`config.mk`:
```
export PLATFORM = sky130hd
export DESIGN_NAME = gate_fault_mgr
export DESIGN_NICKNAME = d
export VERILOG_FILES = /design/src/rtl/gfm_pkg.sv /design/src/rtl/gfm_phase.sv /design/src/rtl/gfm_pins.sv /design/src/rtl/gate_fault_mgr.sv
export SDC_FILE = /design/constraint.sdc
export NUM_CORES = 1
export LEC_CHECK = 0
export BUFFER_PORTS_ARGS = -buffer_cell sky130_fd_sc_hd__buf_2
export CORE_MARGIN = 2
export CORE_UTILIZATION = 41
export DETAILED_ROUTE_END_ITERATION = 12
export GPL_ROUTABILITY_DRIVEN = 0
export HOLD_SLACK_MARGIN = 0.12
export PLACE_DENSITY = 0.79
export SLEW_MARGIN = 15
export SYNTH_ARGS = -nofsm -noshare
export SYNTH_HDL_FRONTEND = slang
export SYNTH_HIERARCHICAL = 1
export SYNTH_SLANG_ARGS = --single-unit
```
`constraint.sdc`:
```
create_clock -name clk -period 1.3 [get_ports clk]
set_input_delay 0.325 -clock clk [delete_from_list [all_inputs] [get_ports clk]]
set_output_delay 0.325 -clock clk [all_outputs]
set_load 0.05 [all_outputs]
```
`src/rtl/gfm_pkg.sv`:
```
package gfm_pkg;

    typedef enum logic [1:0] {
        OC_LIMIT  = 2'b00,
        OC_LATCH  = 2'b01,
        OC_REPORT = 2'b10,
        OC_OFF    = 2'b11
    } oc_mode_e;

    // per-phase fault state
    typedef struct packed {
        logic lim_hi;
        logic lim_lo;
        logic latched;
        logic seen;
    } phase_state_t;

    function automatic logic records_oc(input oc_mode_e m);
        return m != OC_OFF;
    endfunction

endpackage

```
`src/rtl/gfm_phase.sv`:
```
module gfm_phase
    import gfm_pkg::*;
(
    input  logic     clk,
    input  logic     rst,
    input  logic     clr,
    input  oc_mode_e mode,
    input  logic     ot_q,
    input  logic     pwm_hi,
    input  logic     pwm_lo,
    input  logic     oc_hi,
    input  logic     oc_lo,
    output logic     gate_hi,
    output logic     gate_lo,
    output logic     latched_q,
    output logic     latched_nx,
    output logic     seen_q,
    output logic     seen_nx
);
    phase_state_t st_q, st_nx;
    logic pwm_hi_d, pwm_lo_d;
    logic rise_hi, rise_lo, oc_any;

    assign rise_hi = pwm_hi & ~pwm_hi_d;
    assign rise_lo = pwm_lo & ~pwm_lo_d;
    assign oc_any  = oc_hi | oc_lo;

    always_comb begin
        st_nx.lim_hi  = ((mode == OC_LIMIT) & oc_hi) | (st_q.lim_hi & ~rise_hi);
        st_nx.lim_lo  = ((mode == OC_LIMIT) & oc_lo) | (st_q.lim_lo & ~rise_lo);
        st_nx.latched = clr ? 1'b0 : (st_q.latched | ((mode == OC_LATCH) & oc_any));
        st_nx.seen    = clr ? 1'b0 : (st_q.seen | (records_oc(mode) & oc_any));
    end

    always_ff @(posedge clk) begin
        if (rst) begin
            st_q     <= '0;
            pwm_hi_d <= 1'b0;
            pwm_lo_d <= 1'b0;
        end else begin
            st_q     <= st_nx;
            pwm_hi_d <= pwm_hi;
            pwm_lo_d <= pwm_lo;
        end
    end

    assign gate_hi = pwm_hi & ~ot_q & ~st_q.latched & ~(st_q.lim_hi & ~rise_hi);
    assign gate_lo = pwm_lo & ~ot_q & ~st_q.latched & ~(st_q.lim_lo & ~rise_lo);

    assign latched_q  = st_q.latched;
    assign latched_nx = st_nx.latched;
    assign seen_q     = st_q.seen;
    assign seen_nx    = st_nx.seen;


    latch_blocks_phase_chk: assert property (@(posedge clk) disable iff (rst)
        st_q.latched |-> (!gate_hi && !gate_lo));


    limit_holds_off_chk: assert property (@(posedge clk) disable iff (rst)
        (st_q.lim_hi && !rise_hi) |-> !gate_hi);


    clear_empties_latch_chk: assert property (@(posedge clk) disable iff (rst)
        clr |=> !st_q.latched);

endmodule

```
`src/rtl/gfm_pins.sv`:
```
module gfm_pins (
    input  logic clk,
    input  logic rst,
    input  logic ot_nx,
    input  logic any_latched_nx,
    input  logic any_seen_nx,
    output logic fault_n,
    output logic warn_n,
    output logic cp_en
);
    always_ff @(posedge clk) begin
        if (rst) begin
            fault_n <= 1'b1;
            warn_n  <= 1'b1;
            cp_en   <= 1'b1;
        end else begin
            fault_n <= ~(ot_nx | any_latched_nx);
            warn_n  <= ~(ot_nx | any_seen_nx);
            cp_en   <= ~ot_nx;
        end
    end


    fault_only_on_edge_chk: assert property (@(posedge clk) disable iff (rst)
        !any_latched_nx && !ot_nx |=> fault_n);

endmodule

```
`src/rtl/gate_fault_mgr.sv`:
```
module gate_fault_mgr
    import gfm_pkg::*;
#(
    parameter int NUM_PH = 3
) (
    input  logic              clk,
    input  logic              rst,
    input  logic              clr,
    input  logic [1:0]        oc_mode,
    input  logic [NUM_PH-1:0] pwm_hi,
    input  logic [NUM_PH-1:0] pwm_lo,
    input  logic [NUM_PH-1:0] oc_hi,
    input  logic [NUM_PH-1:0] oc_lo,
    input  logic              ot_det,
    output logic [NUM_PH-1:0] gate_hi,
    output logic [NUM_PH-1:0] gate_lo,
    output logic              cp_en,
    output logic              fault_n,
    output logic              warn_n,
    output logic [NUM_PH-1:0] oc_status,
    output logic              ot_status
);
    oc_mode_e          mode;
    logic              ot_q, ot_nx;
    logic [NUM_PH-1:0] lat_q, lat_nx, seen_nx;

    assign mode  = oc_mode_e'(oc_mode);
    assign ot_nx = clr ? 1'b0 : (ot_q | ot_det);

    always_ff @(posedge clk) begin
        if (rst) ot_q <= 1'b0;
        else     ot_q <= ot_nx;
    end

    for (genvar p = 0; p < NUM_PH; p++) begin : g_ph
        gfm_phase u_ph (
            .clk        (clk),
            .rst        (rst),
            .clr        (clr),
            .mode       (mode),
            .ot_q       (ot_q),
            .pwm_hi     (pwm_hi[p]),
            .pwm_lo     (pwm_lo[p]),
            .oc_hi      (oc_hi[p]),
            .oc_lo      (oc_lo[p]),
            .gate_hi    (gate_hi[p]),
            .gate_lo    (gate_lo[p]),
            .latched_q  (lat_q[p]),
            .latched_nx (lat_nx[p]),
            .seen_q     (oc_status[p]),
            .seen_nx    (seen_nx[p])
        );
    end

    gfm_pins u_pins (
        .clk            (clk),
        .rst            (rst),
        .ot_nx          (ot_nx),
        .any_latched_nx (|lat_nx),
        .any_seen_nx    (|seen_nx),
        .fault_n        (fault_n),
        .warn_n         (warn_n),
        .cp_en          (cp_en)
    );

    assign ot_status = ot_q;


    ot_gates_off_chk: assert property (@(posedge clk) disable iff (rst)
        ot_q |-> (gate_hi == '0 && gate_lo == '0));


    ot_pins_low_chk: assert property (@(posedge clk) disable iff (rst)
        ot_q |-> (!fault_n && !warn_n && !cp_en));


    status_warns_chk: assert property (@(posedge clk) disable iff (rst)
        (|oc_status) |-> !warn_n);


    latch_pulls_fault_chk: assert property (@(posedge clk) disable iff (rst)
        (|lat_q) |-> !fault_n);

endmodule

```
Word-level counts from Yosys, hierarchy flattened
Cells that the tools add are included.
{"block": "totals", "register_bits": 22, "latchBits": 0, "ramBits": 0, "romBits": 0, "inputBits": 18, "memories": 0}
{"block": "classes", "addsub": 0, "multipliers": 0, "n_div": 0, "magnitude_cmp": 0, "eq_ne": 2, "n_shift": 0, "n_mux": 7, "bitwise_logic": 85, "reduce_logical": 3}
{"op": "1-bit AND", "n": 42}
{"op": "1-bit NOT", "n": 25}
{"op": "1-bit OR", "n": 18}
{"op": "1-bit two-way mux", "n": 7}
{"op": "3-bit OR reduction", "n": 2}
{"op": "2-bit by 1-bit == test with 1-bit output (second input constant)", "n": 1}
{"op": "2-bit logical NOT", "n": 1}
{"op": "2-bit != test (second input constant)", "n": 1}

Logic depth before layout (Yosys ltp)
{"block": "depth", "ltp_word": 7, "ltp_mapped": 5, "mapped_depth_nobuf": 5}

Modules after synthesis
The synthesis kept the hierarchy.
{"module": "gfm_phase", "n_inst": 3, "cells_each": 29, "area_each_um2": 225.2, "seq_area_each_um2": 120.1}
{"module": "gfm_pins", "n_inst": 1, "cells_each": 6, "area_each_um2": 81.3, "seq_area_each_um2": 60.1}
{"module": "gate_fault_mgr", "n_inst": 1, "cells_each": 6, "area_each_um2": 45.0, "seq_area_each_um2": 20.0}

Worst setup path before layout
No wires, ideal clock.
{"block": "synth_timing", "kind": "flip-flop to output port", "start": "reg ot_q, in the netlist ot_status", "end": "out gate_hi[0]", "t_arrival_ps": 1118, "path_slack_ps": -143, "path_stages_with_launch": 3, "path_cell_list": "dfxtp_1 > nor2_1 > and3_1"}
{"block": "synth_via", "elab_chain_len": 4}
{"item": "from (decl)", "line": "gate_fault_mgr.sv:24", "source": "logic ot_q, ot_nx;"}
{"item": "from (signal assigned)", "line": "gate_fault_mgr.sv:32", "source": "else ot_q <= ot_nx;"}
{"item": "1-bit NOT", "line": "gfm_phase.sv:47", "source": "assign gate_hi = pwm_hi & ~ot_q & ~st_q.latched & ~(st_q.lim_hi & ~rise_hi);"}
{"item": "1-bit AND (3 in a row)", "line": "gfm_phase.sv:47"}
{"item": "to (decl)", "line": "gate_fault_mgr.sv:15", "source": "output logic [NUM_PH-1:0] gate_hi,"}
No other way between the ends.

Final worst setup path
{"block": "layout_timing", "start": "reg ot_q, in the netlist ot_status", "end": "out gate_lo[2]"}
{"block": "layout_via", "elab_chain_len": 4}
{"item": "1-bit NOT", "line": "gfm_phase.sv:48", "source": "assign gate_lo = pwm_lo & ~ot_q & ~st_q.latched & ~(st_q.lim_lo & ~rise_lo);"}
{"item": "1-bit AND (3 in a row)", "line": "gfm_phase.sv:48"}
{"item": "to (decl)", "line": "gate_fault_mgr.sv:16", "source": "output logic [NUM_PH-1:0] gate_lo,"}
No other way between the ends.

==> impl_metrics.toml <==
[final_layout]
synthToLayoutAreaGrowth_pct = 61.2
stdcell_area_sq_um = 1290
drive_above_1_share = 0.439
antenna_cells = 0
nets = 167
layout_common_cells = "buf_2 (22), dfxtp_1 (21), nor2_1 (17)"
layout_commonest_cell = "buf_2"

[worst_setup_path]
reg2reg_depth = 4
worstPathArrival_ns = 1.16
r2r_slack_ns = 0.12
cp_max_fo = 5
critical-path-top-delay-family = "flip-flops"
cp-start-kind = "flip-flop"
critPathMaxStageDelay_ns = 0.41
worst_path_max_delay_cell = "dfxtp_4"
crit_end = "gate_lo[2]"
crit_type = "flip-flop to output port"
cp_num_buf_inv = 1
worstPathCellList = "nor2_4 -> and3_4 -> buf_8"
r2r_end = "u_pins/fault_n"
cp.depth = 3
cp_data_required_time_ns = 0.98
r2r-start = "g_ph[1].u_ph/latched_q"
crit_start = "ot_status"
cp-end-kind = "output port"

[global_routing]
antenna_found_initial = 0
grt_usage = 0.194
grt_pass1_vias = 762
grt_max_degree = 23
grt_pass1_wl_microns = 3040
grt-ovfl-total = 0

[route]
route.detailed.drc = 0
routed_wl_microns = 2170
drt-initial-drc-count = 19
vias = 853
drt-vias-per-instance = 4.93
avgRoutedWirePerCell_microns = 12.5
antenna_left = 0
dr.pass1.iters = 4

[clock_tree]
hold_buffers = 0
clock_latency_ns = 0.30
clk_pin_slew_ns = 0.12
cts_tree = "yes"
post_cts_buffers = 0
clkSinkCount = 22
cts_buffer_depth = 2
cts_root_buffer = "clkbuf_4"
cts_buffers = 3
h-tree-depth = 1

[floorplanning]
die_y_microns = 48.2
die_w_microns = 48.2
io_pins = 31
coreArea_sq_um = 1780
rows = 15
initial_core_util = 0.450
dieArea_sq_um = 2330

[timing]
fin_crit_ns = 1.49
setup_ws_ns = -0.186
setup_violations = 6
hold_violations = 0
fin_hold_ws_ns = 0.258
fin_crit_sh = 1.14
tightest_slew_ns = 0.379
max_slew_margin = 0.747
slew_violations = 0
fin_skew_ns = 0.00117
rsz0062_at_grt = "true"
max_freq_ghz = 0.673

[synth]
syn_area_sq_um = 802
yosys_warnings = 6
syn-num-nets = 117
synth_cells = 99
syn_avg_cell_area_sq_um = 8.10
synth-seq-cells = 22
ys_seq_area_frac = 0.549
synthDistinctLibCells = 13

[run]
cap_violations = 0

[worst_hold_path]
hold_path_depth = 3
hold_class = "input pin to flip-flop"

[place]
dpl.hpwl_microns = 1270
io_buffer_count = 30
dpl-instance-area_sq_um = 1100

[power]
peakVddDrop_mv = 0.917
p_leak_uw = 0.000602
powerDensity_nw_per_um2 = 1250

[status]
failed_checks = "setup timing"
status = "finished with violations"
==> synthesized netlist by cell type <==
master | number | share of area
dfxtp_1 | 22 | 0.55
nor2_1 | 20 | 0.094
a21oi_1 | 9 | 0.056
inv_1 | 9 | 0.042
nand2_1 | 9 | 0.042
nor3_1 | 7 | 0.044
and3_1 | 6 | 0.047
o21ai_0 | 6 | 0.037
a31oi_1 | 3 | 0.023
or2_1 | 3 | 0.023
o21bai_1 | 2 | 0.019
or3_1 | 2 | 0.016
nand2b_1 | 1 | 0.0078
==> layer usage <==
| metal | routed length (microns) | part of all wire | GRT usage | vias to the layer above |
|---|---|---|---|---|
| li1 | - | - | - | 425 |
| met1 | 899 | 0.41 | 0.201 | 397 |
| met2 | 1150 | 0.53 | 0.347 | 27 |
| met3 | 73 | 0.034 | 0.0370 | 4 |
| met4 | 42 | 0.019 | 0.135 | 0 |
| met5 | 0 | 0 | 0 | - |
==> flip-flops by register name (all words and copies together), names as in the netlist <==
signal	count
g_ph.u_ph/pwm_hi_d	3
g_ph.u_ph/pwm_lo_d	3
u_pins/cp_en	1
ot_status	1
u_pins/fault_n	1
g_ph.u_ph/latched_q	3
g_ph.u_ph/seen_q	3
g_ph.u_ph/st_q	6
u_pins/warn_n	1
==> logic make-up after synthesis <==
kind of cell | after synthesis | synth area share
AO/OA/AOI/OAI | 20 | 0.136
flip-flops | 22 | 0.549
buffers and inverters | 9 | 0.0421
AND/OR/NAND/NOR | 48 | 0.273
==> power by group <==
| group | switching, uW | total (uW) | internal, uW |
|---|---|---|---|
| Clock | 206 | 517 | 311 |
| Sequential | 20.7 | 728 | 708 |
| Combinational | 216 | 374 | 159 |
==> metrics by stage <==
step                utilization  setup slack [ns]  power, uW  setup TNS (ns)  cells
global placement          0.620            -0.150       1040          -0.920    169
floorplan                     -           0.00508        918               0     99
global route              0.725            -0.235       1690           -1.42    173
CTS                       0.689            -0.178       1590           -1.05    173
finish                    0.725            -0.186       1620           -1.04    173
detailed placement        0.620            -0.186       1040           -1.15    169
==> worst reg2reg max path: cells and delay by family, from the launching register on <==
family	cells	cell delay, ns
AOI/OAI and AO/OA	2	0.33
DFF	1	0.36
and+or+nand+nor	2	0.43
==> repair_timing <==
| action | 4_1_cts | 5_1_grt |
|---|---|---|
| pin swaps | 0 | 2 |
| setup endpoints to repair | 7 | 7 |
| resized for setup | 28 | 17 |
==> how the worst min path moves through the flow <==
stage | from | end | slack (ns)
after global routing | oc_hi[1] | g_ph[1].u_ph/st_q[3] | 0.26
after floorplan | rst | g_ph[0].u_ph/pwm_hi_d | 0.39
after global placement | g_ph[2].u_ph/st_q[3] | g_ph[2].u_ph/st_q[3] | 0.48
final | oc_lo[1] | g_ph[1].u_ph/st_q[2] | 0.26
after detailed placement | g_ph[2].u_ph/st_q[3] | g_ph[2].u_ph/st_q[3] | 0.49
after CTS | oc_lo[1] | g_ph[1].u_ph/st_q[2] | 0.25
==> area by class of cell <==
| class | count | area, sq um |
|---|---|---|
| well taps | 25 | 31.3 |
| fillers | 130 | 490 |
| repair buffers | 45 | 328 |
| clock buffers | 3 | 22.5 |
| inverters | 9 | 33.8 |
| clock inverters | 1 | 30.0 |
| multi-input cells | 68 | 403 |
| flip-flops and latches | 22 | 444 |
No activity file was read; power rests on OpenSTA's default activity.
